`config.mk`:
```
export PLATFORM = sky130hd
export DESIGN_NAME = csd_eprom_select
export DESIGN_NICKNAME = d
export VERILOG_FILES = /design/src/rtl/csd_pkg.sv /design/src/rtl/csd_region_match.sv /design/src/rtl/csd_onehot_dec.sv /design/src/rtl/csd_oe_gate.sv /design/src/rtl/csd_eprom_select.sv
export SDC_FILE = /design/constraint.sdc
export NUM_CORES = 1
export LEC_CHECK = 0
export BUFFER_PORTS_ARGS = -buffer_cell sky130_fd_sc_hd__buf_2
export CORE_AREA = 5 5 42 44
export DETAILED_ROUTE_END_ITERATION = 8
export DIE_AREA = 0 0 47 49
export PLACE_DENSITY = 0.44
export SLEW_MARGIN = 5
export SYNTH_ARGS = -nofsm -noshare
export SYNTH_HDL_FRONTEND = slang
export SYNTH_HIERARCHICAL = 1
export SYNTH_SLANG_ARGS = --single-unit
```
`constraint.sdc`:
```
create_clock -name vclk -period 3.44
set_clock_uncertainty 0.05 [all_clocks]
set_input_delay 0.344 -clock vclk [all_inputs]
set_output_delay 0.344 -clock vclk [all_outputs]
set_load 0.01 [all_outputs]
```
`src/rtl/csd_pkg.sv`:
```
package csd_pkg;
  parameter int unsigned ADDR_W    = 20;
  parameter int unsigned DEV_SEL_W = 3;
  parameter int unsigned OFFS_W    = 13;
  localparam int unsigned TAG_W    = ADDR_W - DEV_SEL_W - OFFS_W;
  localparam int unsigned NUM_DEV  = 1 << DEV_SEL_W;
endpackage

```
`src/rtl/csd_region_match.sv`:
```
module csd_region_match #(
  parameter int unsigned TAG_W = 4
) (
  input  logic [TAG_W-1:0] tag,
  input  logic             io_sel,
  output logic             hit
);
  always_comb begin
    hit = (tag == {TAG_W{1'b1}}) && !io_sel;
  end
endmodule

```
`src/rtl/csd_onehot_dec.sv`:
```
module csd_onehot_dec #(
  parameter int unsigned SEL_W = 3,
  localparam int unsigned N    = 1 << SEL_W
) (
  input  logic             en,
  input  logic [SEL_W-1:0] sel,
  output logic [N-1:0]     out_n
);
  for (genvar i = 0; i < N; i++) begin : g_line
    assign out_n[i] = ~(en && (sel == SEL_W'(i)));
  end
endmodule

```
`src/rtl/csd_oe_gate.sv`:
```
module csd_oe_gate #(
  parameter int unsigned N = 8
) (
  input  logic [N-1:0] ce_n,
  input  logic         rd_n,
  output logic         oe_n
);
  always_comb begin
    oe_n = ~(~rd_n && ~(&ce_n));
  end
endmodule

```
`src/rtl/csd_eprom_select.sv`:
```
module csd_eprom_select
  import csd_pkg::*;
#(
  parameter int unsigned P_ADDR_W    = ADDR_W,
  parameter int unsigned P_DEV_SEL_W = DEV_SEL_W,
  parameter int unsigned P_OFFS_W    = OFFS_W,
  localparam int unsigned L_TAG_W    = P_ADDR_W - P_DEV_SEL_W - P_OFFS_W,
  localparam int unsigned L_NUM_DEV  = 1 << P_DEV_SEL_W
) (
  input  logic [P_ADDR_W-1:0]  mem_addr,
  input  logic                 rd_n,
  input  logic                 io_sel,
  output logic [L_NUM_DEV-1:0] ce_n,
  output logic                 oe_n
);
  logic                   region_hit;
  logic [L_TAG_W-1:0]     addr_tag;
  logic [P_DEV_SEL_W-1:0] dev_sel;
  logic                   unused_offs;

  assign addr_tag    = mem_addr[P_ADDR_W-1 -: L_TAG_W];
  assign dev_sel     = mem_addr[P_OFFS_W +: P_DEV_SEL_W];
  assign unused_offs = ^mem_addr[P_OFFS_W-1:0];

  csd_region_match #(.TAG_W(L_TAG_W)) u_match (
    .tag    (addr_tag),
    .io_sel (io_sel),
    .hit    (region_hit)
  );

  csd_onehot_dec #(.SEL_W(P_DEV_SEL_W)) u_dec (
    .en    (region_hit),
    .sel   (dev_sel),
    .out_n (ce_n)
  );

  csd_oe_gate #(.N(L_NUM_DEV)) u_oe (
    .ce_n (ce_n),
    .rd_n (rd_n),
    .oe_n (oe_n)
  );
endmodule

```
==> flow_summary.toml <==
[run_status]
status = "finished clean"

[finish]
fin_cells = 47
nNetsFinal = 55
nFillCells = 170
syn_to_final_growth_pct = 97.8
diodes = 0
postLayoutCellArea_um2 = 223
final_core_util_pct = 15.9
drive_above_1_share_pct = 61.3
ff_latch_area_um2 = 0
design.seq.count = 0
clockBufferCount = 0

[global_routing]
met2_usage_pct = 5.66
grt_pass1_wl_um = 676
overflow = 0
gr-usage-met3_pct = 0.369
grt_use_met1_pct = 5.65
grtUsageTotal_pct = 3.65
grt_antenna_before_repair = 0
grt_max_degree = 9
top_usage_layer = "met2"
grt_pass1_vias = 155

[pwr]
p_int_uw = 6.53
netSwitchingFraction_pct = 44.6
p_seq_share_pct = 0
netSwitchingPower_uw = 5.25
clkPwrFrac_pct = 0
power_density_mw_per_mm2 = 52.9
peakVddDrop_mv = 0.00623
comb_power_share_pct = 100.0
p_leak_nw = 0.0884

[placement]
portBuffers = 18
gp_congestion = 0.667
place_area_um2 = 223
dp_cells = 47
dp_hpwl_um = 443

[synthesis]
synth_area_per_cell_um2 = 8.66
synth-simple-area-share_pct = 93.3
synthMuxAreaShare_pct = 0
synth-compound-area-share_pct = 6.67
synthAdderAreaFrac_pct = 0
seq_area_frac_synth_pct = 0
syn-cell-area_um2 = 113
synth_cell_types = 7
ys_warn_count = 6
synth-xor-area-share_pct = 0
syn-num-nets = 35
synth_top_family_by_area = "simple AND/OR/NAND/NOR gates"
synth_cells = 13

[floorplanning]
core_mm2 = 0.00140
fp.dieH_um = 49
die_w_um = 47
ios = 31
rows = 14
die_area_mm2 = 0.00230
initial_utilization_pct = 8.04

[sta]
finalCritPeriodShare_pct = 58.6
timing.fmax_ghz = 0.496
finalSetupViolCount = 0
slew_headroom_pct = 88.4
holdWs_ns = 0.935
rsz0062_at_grt = "false"
drv_slew = 0
hold_viol = 0
setup_tns_ns = 0
fin_crit_ns = 2.02
tightest_slew_ns = 0.173

[detailed_routing]
drc_errors = 0
dr_total_vias = 200
routedWlPerCell_um = 11.2
drtAntennaViolNets = 0
routed_via_density = 4.26
drtPass1Iterations = 4
initialDrtViolationCount = 11
drt_wl_total_um = 527

[clock_tree]
cts_resized = 0
hold_buffers = 0
cts_setup_buffers = 0

[setup_path]
slowest_delay_ns = 0.47
required_ns = 3.05
crit_arrival_ns = 1.62
crit_top_cell = "buf_2"
crit_fanout = 8
crit_path_top_delay_cell = "or4b_1"
end_kind = "output port"
path_class = "in2out"
cp_cell_sequence = "buf_2 > nand2_1 > and4bb_2 > or4b_1 > nand4_1 > o21bai_1 > buf_2"
start_kind = "input pin"

[min_path]
whs_path_depth = 3
hp-class = "in2out"

[run]
maxCapViolCount = 0
==> kinds of logic (layout without fill, tap and decap cells) <==
family,Yosys count,after routing
AOI/OAI and AO/OA,1,1
buffers and inverters,0,18
and+or+nand+nor,12,12
==> final timing paths <==
check                         from   end  slack (ns)
worst max-delay path  mem_addr[18]  oe_n        1.42
worst min-delay path          rd_n  oe_n        0.94
==> critical path, delay by kind of cell <==
| family | cells | cell delay, ns |
|---|---|---|
| buffers and inverters | 2 | 0.21 |
| and+or+nand+nor | 4 | 1.00 |
| AOI/OAI and AO/OA | 1 | 0.06 |
==> area by class of cell <==
cell class / count / area (um2) / area share (%)
tap: 16 / 20.0 / 8.99
timing repair buffer: 18 / 90.1 / 40.4
multi-input combinational: 13 / 113 / 50.6
==> through the flow <==
step	worst slack, ns	power [mW]
3_5_place_dp	1.43	0.0118
6_report	1.42	0.0118
4_1_cts	1.42	0.0118
3_3_place_gp	1.42	0.0115
5_1_grt	1.33	0.0130
2_1_floorplan	1.58	0.00358
==> layout by cell type, fill, tap and decap left out <==
master,count
nand4_1,3
buf_2,18
and4bb_2,1
o21bai_1,1
nand4bb_1,3
or4b_1,1
nand2_1,1
nand4b_1,3
==> power by group through the flow <==
| stage | registers (mW) | logic, mW | clock network (mW) |
|---|---|---|---|
| final | 0 | 0.0118 | 0 |
| after global routing | 0 | 0.0130 | 0 |
| after CTS | 0 | 0.0118 | 0 |
| after detailed placement | 0 | 0.0118 | 0 |
| after global placement | 0 | 0.0115 | 0 |
| after floorplan | 0 | 0.00358 | 0 |
==> cell usage after synthesis <==
cell type	count	area, um2
o21bai_1	1	7.51
nand4_1	3	18.8
or4b_1	1	10.0
nand4b_1	3	26.3
nand4bb_1	3	33.8
and4bb_2	1	12.5
nand2_1	1	3.75
==> per-layer routing <==
| layer | routed length, um | up-vias | share of wire (%) |
|---|---|---|---|
| met4 | 0 | 0 | 0 |
| met1 | 195 | 85 | 37 |
| met2 | 193 | 17 | 37 |
| met3 | 137 | 0 | 26 |
| met5 | 0 | - | 0 |
| li1 | - | 98 | - |
(Power assumes the default switching activity.)
